===== src/rtl/sdclk_pkg.sv =====
package sdclk_pkg;
   // Control word bit positions (behaviour depends on these)
   localparam int EN_POS    = 8;
   localparam int AUTO_POS  = 9;
   localparam int BYP_POS   = 10;
   localparam int X1024_POS = 16;
   localparam int FIELD_MAX = 8;

   typedef struct packed {
      logic       en;
      logic       auto_stop;
      logic       byp;
      logic       x1024;
      logic [FIELD_MAX-1:0] div;
   } sdclk_cfg_t;
endpackage


===== src/rtl/sdclk_cfg_reg.sv =====
module sdclk_cfg_reg
   import sdclk_pkg::*;
#(
   parameter int DATA_W = 32
) (
   input  logic              clk,
   input  logic              rst_n,
   input  logic              we,
   input  logic [DATA_W-1:0] wdata,
   output sdclk_cfg_t        cfg
);
   logic unused_wbits;
   assign unused_wbits = ^{wdata[DATA_W-1:X1024_POS+1], wdata[X1024_POS-1:BYP_POS+1]};

   always_ff @(posedge clk or negedge rst_n) begin
      if (!rst_n) begin
         cfg <= '0;
      end else if (we) begin
         cfg.en        <= wdata[EN_POS];
         cfg.auto_stop <= wdata[AUTO_POS];
         cfg.byp       <= wdata[BYP_POS];
         cfg.x1024     <= wdata[X1024_POS];
         cfg.div       <= wdata[FIELD_MAX-1:0];
      end
   end
endmodule


===== src/rtl/sdclk_ratio_dec.sv =====
module sdclk_ratio_dec #(
   parameter int DIV_BITS = 8,
   parameter bit EXT_EN   = 1'b1,
   localparam int HX_W    = $clog2(DIV_BITS + 2)
) (
   input  logic [DIV_BITS-1:0] div,
   input  logic                byp,
   input  logic                x1024,
   output logic                byp_sel,
   output logic [HX_W-1:0]     hexp
);
   logic ext_hit;

   generate
      if (EXT_EN) begin : g_ext
         assign ext_hit = x1024;
      end else begin : g_noext
         logic unused_x1024;
         assign unused_x1024 = x1024;
         assign ext_hit = 1'b0;
      end
   endgenerate

   // half period = 2^hexp reference cycles; highest field bit wins
   always_comb begin
      hexp = '0;
      for (int i = 0; i < DIV_BITS; i++) begin
         if (div[i]) hexp = HX_W'(i + 1);
      end
      if (ext_hit) hexp = HX_W'(DIV_BITS + 1);
      byp_sel = byp;
   end
endmodule


===== src/rtl/sdclk_core.sv =====
module sdclk_core #(
   parameter int HX_W  = 4,
   parameter int CNT_W = 9
) (
   input  logic            clk,
   input  logic            rst_n,
   input  logic            want,
   input  logic            dec_byp,
   input  logic [HX_W-1:0] dec_hexp,
   output logic            card_clk,
   output logic            running
);
   logic             div_q;
   logic             byp_act;
   logic             gate_l;
   logic [HX_W-1:0]  hexp;
   logic [CNT_W-1:0] cnt;
   logic [CNT_W-1:0] last;

   assign last = ~({CNT_W{1'b1}} << hexp);

   always_ff @(posedge clk or negedge rst_n) begin
      if (!rst_n) begin
         running <= 1'b0;
         div_q   <= 1'b0;
         byp_act <= 1'b0;
         hexp    <= '0;
         cnt     <= '0;
      end else if (!running) begin
         cnt   <= '0;
         div_q <= 1'b0;
         if (want && !gate_l) begin
            running <= 1'b1;
            byp_act <= dec_byp;
            hexp    <= dec_hexp;
         end
      end else if (byp_act) begin
         if (!want) running <= 1'b0;
      end else if (cnt == last) begin
         cnt <= '0;
         if (div_q)     div_q   <= 1'b0;
         else if (want) div_q   <= 1'b1;
         else           running <= 1'b0;
      end else begin
         cnt <= cnt + 1'b1;
      end
   end

   // pass-through gate changes only in the low phase of the reference
   always_ff @(negedge clk or negedge rst_n) begin
      if (!rst_n) gate_l <= 1'b0;
      else        gate_l <= running & byp_act;
   end

   assign card_clk = byp_act ? (clk & gate_l) : div_q;
endmodule


===== src/rtl/sdclk_gen.sv =====
module sdclk_gen
   import sdclk_pkg::*;
#(
   parameter int DATA_W   = 32,
   parameter int DIV_BITS = 8,
   parameter bit EXT_EN   = 1'b1
) (
   input  logic              clk,
   input  logic              rst_n,
   input  logic              cfg_we,
   input  logic [DATA_W-1:0] cfg_wdata,
   input  logic              bus_idle,
   output logic              card_clk,
   output logic              clk_running
);
   localparam int HX_W  = $clog2(DIV_BITS + 2);
   localparam int CNT_W = DIV_BITS + 1;

   generate
      if (DIV_BITS < 1 || DIV_BITS > FIELD_MAX) begin : g_bad_div
         $error("DIV_BITS must be 1..%0d", FIELD_MAX);
      end
      if (DATA_W <= X1024_POS + 1) begin : g_bad_w
         $error("DATA_W too small for control word");
      end
   endgenerate

   sdclk_cfg_t      cfg;
   logic            dec_byp;
   logic [HX_W-1:0] dec_hexp;
   logic            want;

   sdclk_cfg_reg #(.DATA_W(DATA_W)) u_cfg (
      .clk   (clk),
      .rst_n (rst_n),
      .we    (cfg_we),
      .wdata (cfg_wdata),
      .cfg   (cfg)
   );

   logic unused_hi_div;
   generate
      if (DIV_BITS < FIELD_MAX) begin : g_trim
         assign unused_hi_div = ^cfg.div[FIELD_MAX-1:DIV_BITS];
      end else begin : g_full
         assign unused_hi_div = 1'b0;
      end
   endgenerate

   sdclk_ratio_dec #(.DIV_BITS(DIV_BITS), .EXT_EN(EXT_EN)) u_dec (
      .div     (cfg.div[DIV_BITS-1:0]),
      .byp     (cfg.byp),
      .x1024   (cfg.x1024),
      .byp_sel (dec_byp),
      .hexp    (dec_hexp)
   );

   assign want = cfg.en & ~(cfg.auto_stop & bus_idle);

   sdclk_core #(.HX_W(HX_W), .CNT_W(CNT_W)) u_core (
      .clk      (clk),
      .rst_n    (rst_n),
      .want     (want),
      .dec_byp  (dec_byp),
      .dec_hexp (dec_hexp),
      .card_clk (card_clk),
      .running  (clk_running)
   );
endmodule


===== config.mk =====
export PLATFORM = sky130hd
export DESIGN_NAME = sdclk_gen
export DESIGN_NICKNAME = d
export VERILOG_FILES = /design/src/rtl/sdclk_pkg.sv /design/src/rtl/sdclk_cfg_reg.sv /design/src/rtl/sdclk_ratio_dec.sv /design/src/rtl/sdclk_core.sv /design/src/rtl/sdclk_gen.sv
export SDC_FILE = /design/constraint.sdc
export NUM_CORES = 1
export LEC_CHECK = 0
export ABC_AREA = 1
export BUFFER_PORTS_ARGS = -buffer_cell sky130_fd_sc_hd__buf_2
export CAP_MARGIN = 20
export CORE_UTILIZATION = 48
export DETAILED_ROUTE_END_ITERATION = 10
export PLACE_DENSITY = 0.76
export SLEW_MARGIN = 20
export SYNTH_ARGS = -nofsm -noshare
export SYNTH_HDL_FRONTEND = slang
export SYNTH_SLANG_ARGS = --single-unit

===== constraint.sdc =====
create_clock -name clk -period 1.6 [get_ports clk]
set_clock_uncertainty 0.1 [all_clocks]
set_input_delay 0.08 -clock clk [delete_from_list [all_inputs] [get_ports clk]]
set_output_delay 0.08 -clock clk [all_outputs]
set_load 0.05 [all_outputs]

# == Word-level counts from Yosys, hierarchy flattened ==
# Cells that the tools add are included.
# classes
n_addsub,1
shift,1
bitwise_logic,7
muxes,23
n_eq_ne,3
n_reduce_logical,4
# ops
op,n
$mux 9,3
$mux 1,12
$mux 3,4
$add 9x1->9 const B,1
$eq 9x9->1,1
$not 9->9,1
$shl 9x4->9 const A,1
$mux 4,2
$and 1x1->1,4
$mux 2,2
$ne 2x2->1 const B,2
$reduce_and 2->1,2
$not 1->1,2
$logic_and 1x1->1,1
$logic_not 1->1,1
# totals
output_inout_bits,2
elab_cells,50
in_bits,36
regBits,29

# == Depth between registers and ports, before layout ==
# depth
word_depth,9
mapped_depth,13
depth_no_buf,12

# == By module ==
# Synthesis repeated with hierarchy kept, for this count alone.
# unflattened
cells_unflattened,214
hier_area_um2,1604.0
# by_module_without_submodules
mod,seq_area_each_um2,n_inst,area_each_um2,cells_per_inst
sdclk_core,425.4,1,1041.0,139
sdclk_cfg_reg,300.3,1,457.9,51
sdclk_ratio_dec,0.0,1,92.6,22
sdclk_gen,0.0,1,12.5,2

==> results.py <==
metrics = {
    "outcome": {
        "status": "finished, violations left",
        "violations": "negative setup slack",
    },
    "setup_path": {
        "cp.arrival_ns": 2.50,
        "reg2reg_slack_ns": -0.61,
        "worstSetupPathType": "reg2reg",
        "critPathCaptureType": "flop",
        "crit_path_start_kind": "flop",
        "cp_max_fo": 4,
        "worstPathRequired_ns": 1.89,
    },
    "route": {
        "drt_iter0_markers": 80,
        "route.detailed.drc": 0,
        "drt-pass1-iter-count": 5,
        "num_vias": 1669,
        "drtAntennaViolNets": 0,
        "wire_per_inst_um": 16.78,
        "routed_wirelength_um": 5185,
        "drt-vias-per-instance": 5.401,
    },
    "timing": {
        "fin_ws_ns": -0.6121,
        "drv_slew": 0,
        "hold_viol_final": 0,
        "setup_viol": 17,
        "rsz0062_at_grt": "yes",
        "tightest_slew_ns": 0.3566,
        "relSlewSlack_pct": 76.23,
    },
    "final_layout": {
        "multi_input_area_um2": 863.3,
        "nFillCells": 204,
        "ff_latch_area_um2": 730.7,
        "antennaDiodeCount": 0,
        "final_cell_mix": "nand2_1 (51), dfrtp_1 (24), dlygate4sd3_1 (23)",
        "syn2layout_area_growth_pct": 49.72,
        "layout_commonest_cell": "nand2_1",
        "drive_gt1_share_pct": 38.87,
        "final_area_mm2": 0.002377,
        "fin_nets": 301,
    },
    "global_routing": {
        "grt_max_degree": 29,
        "grt.overflow.total": 0,
        "grt_pass1_wl_um": 7458,
        "antenna_found_initial": 0,
        "grt_pass1_vias": 1626,
        "grt_use_total_pct": 30.33,
    },
    "synthesis": {
        "syn-instance-count": 193,
        "avgSynthCellArea_um2": 8.227,
        "ys_seq_area_share_pct": 45.71,
        "synth-seq-cells": 29,
        "yosysTopAreaCell": "dfrtp_1",
        "syn-num-nets": 230,
        "ys_types": 30,
        "netlist_area_mm2": 0.001588,
        "yosysTopAreaCellShare_pct": 44.13,
        "yosysWarnings": 0,
        "synth_area_leaders": "dfrtp_1 (44%), nand2_1 (13%), inv_1 (5.2%)",
    },
    "placed_design": {
        "place_area_mm2": 0.001847,
        "pre_cts_slack_ns": -0.2952,
        "gp_congestion": 0.8056,
        "hpwl_um": 2404,
        "portBuffers": 17,
    },
    "power": {
        "vdd_drop_max_uv": 791.6,
        "cellLeakagePower_nw": 1.097,
        "power_density_mw_per_mm2": 670.6,
    },
    "floorplan": {
        "pin_count": 38,
        "coreArea_mm2": 0.003103,
        "die-area_mm2": 0.003542,
        "dieHeight_um": 59.52,
        "die_w_um": 59.52,
        "start_util_pct": 51.17,
        "row_count": 20,
    },
    "clock_network": {
        "cts_tree": "done",
        "clkTransAtPathRegs_ns": 0.12,
        "worstSkewPairLatency_ns": 0.47,
    },
    "flow_run": {
        "max_cap_violations": 0,
    },
    "min_path": {
        "hold_path_class": "in2async",
    },
}
-- sequential cells by signal, summed over array words and instances (netlist names) --
register / count
u_cfg.cfg: 12
u_core.byp_act: 1
u_core.cnt: 9
u_core.div_q: 1
u_core.gate_l: 1
u_core.hexp: 4
u_core.running: 1
-- per-layer routing --
metal | wire length, um | vias up | global-route usage (%)
met2 | 2611 | 91 | 49.60
met3 | 370 | 21 | 8.515
met1 | 2018 | 795 | 35.88
met4 | 185 | 0 | 16.94
met5 | 0 | - | 0
li1 | - | 762 | -
-- logic make-up (layout without fill, tap and decap cells) --
group,count (synthesis),after routing,synth area share [%]
flip-flops,29,29,45.70
AO/OA/AOI/OAI,30,30,9.929
multiplexers,3,3,2.128
buffers and inverters,29,101,7.801
AND/OR/NAND/NOR,95,95,30.34
XOR/XNOR,6,6,3.310
adder cells (fa/ha/maj),1,1,0.7879
-- power breakdown --
part	total [mW]	internal [mW]	switching (mW)
Sequential	0.781	0.760	0.0210
Combinational	0.179	0.0884	0.0902
Clock	0.634	0.299	0.335
-- what timing repair did --
action / 4_1_cts / 5_1_grt
hold buffers: 23 / 0
endpoints found under the setup margin: 15 / 20
pin swaps: 5 / 5
hold endpoints to repair: 42 / 0
gates resized for setup: 25 / 18
buffers inserted: 2 / 7
-- final timing paths --
check	start	end	cells after the start
max in group asynchronous	rst_n	u_core.gate_l	2
setup / recovery	u_core.gate_l	u_core.hexp[2]	7
hold reg to reg	u_core.div_q	u_core.div_q	2
min in group clk	cfg_wdata[7]	u_cfg.cfg[7]	4
hold / removal	rst_n	u_cfg.cfg[1]	3
setup reg to reg	u_core.gate_l	u_core.hexp[2]	7
-- cell usage after synthesis --
cell type   n
nand3_4     1
nand3_2     1
and2_1      1
nand3_1    10
inv_2       3
a22oi_1     2
inv_1      22
o21ai_0    16
dfrtp_1    28
nor2_1      5
nand2_1    57
nor2_2      4
xor2_1      6
a21oi_1    10
a211oi_1    1
clkbuf_1    2
nand2_4     1
mux2_2      3
nand2_2     3
buf_6       2
nand3b_1    2
nand4_4     1
dfrtn_1     1
nor2_4      3
nand4_1     3
nor3_2      1
o21ai_1     1
ha_1        1
nor4_1      1
nor3_1      1
-- final cells by class --
type / count / area share (%)
tap: 44 / 2.316
inverter: 25 / 4.053
timing repair buffer: 64 / 22.26
sequential: 29 / 30.74
multi-input combinational: 135 / 36.32
clock buffer: 10 / 3.737
clock inverter: 2 / 0.5789
-- metrics by stage --
| stage | setup TNS [ns] | std cells | total power [mW] | hold WS, ns | util [%] |
|---|---|---|---|---|---|
| 2_1_floorplan | -1.192 | 193 | 0.8367 | -0.3156 | - |
| 3_3_place_gp | -1.299 | 266 | 0.8840 | 0.03633 | 59.52 |
| 3_5_place_dp | -1.550 | 266 | 0.8888 | 0.02689 | 59.52 |
| 4_1_cts | -2.537 | 302 | 1.559 | 0.07853 | 72.62 |
| 5_1_grt | -4.867 | 309 | 1.649 | 0.1319 | 76.61 |
| 6_report | -4.074 | 309 | 1.594 | 0.09720 | 76.61 |
-- critical path: stages (launching register included) --
cell	delay (ns)
dfrtn_1	0.37
buf_4	0.14
buf_4	0.14
nor2_4	0.12
nand2_4	0.09
nor2_4	0.17
nand2_2	0.08
o21ai_1	0.13
Note: power is estimated with default switching activity, not from simulation.
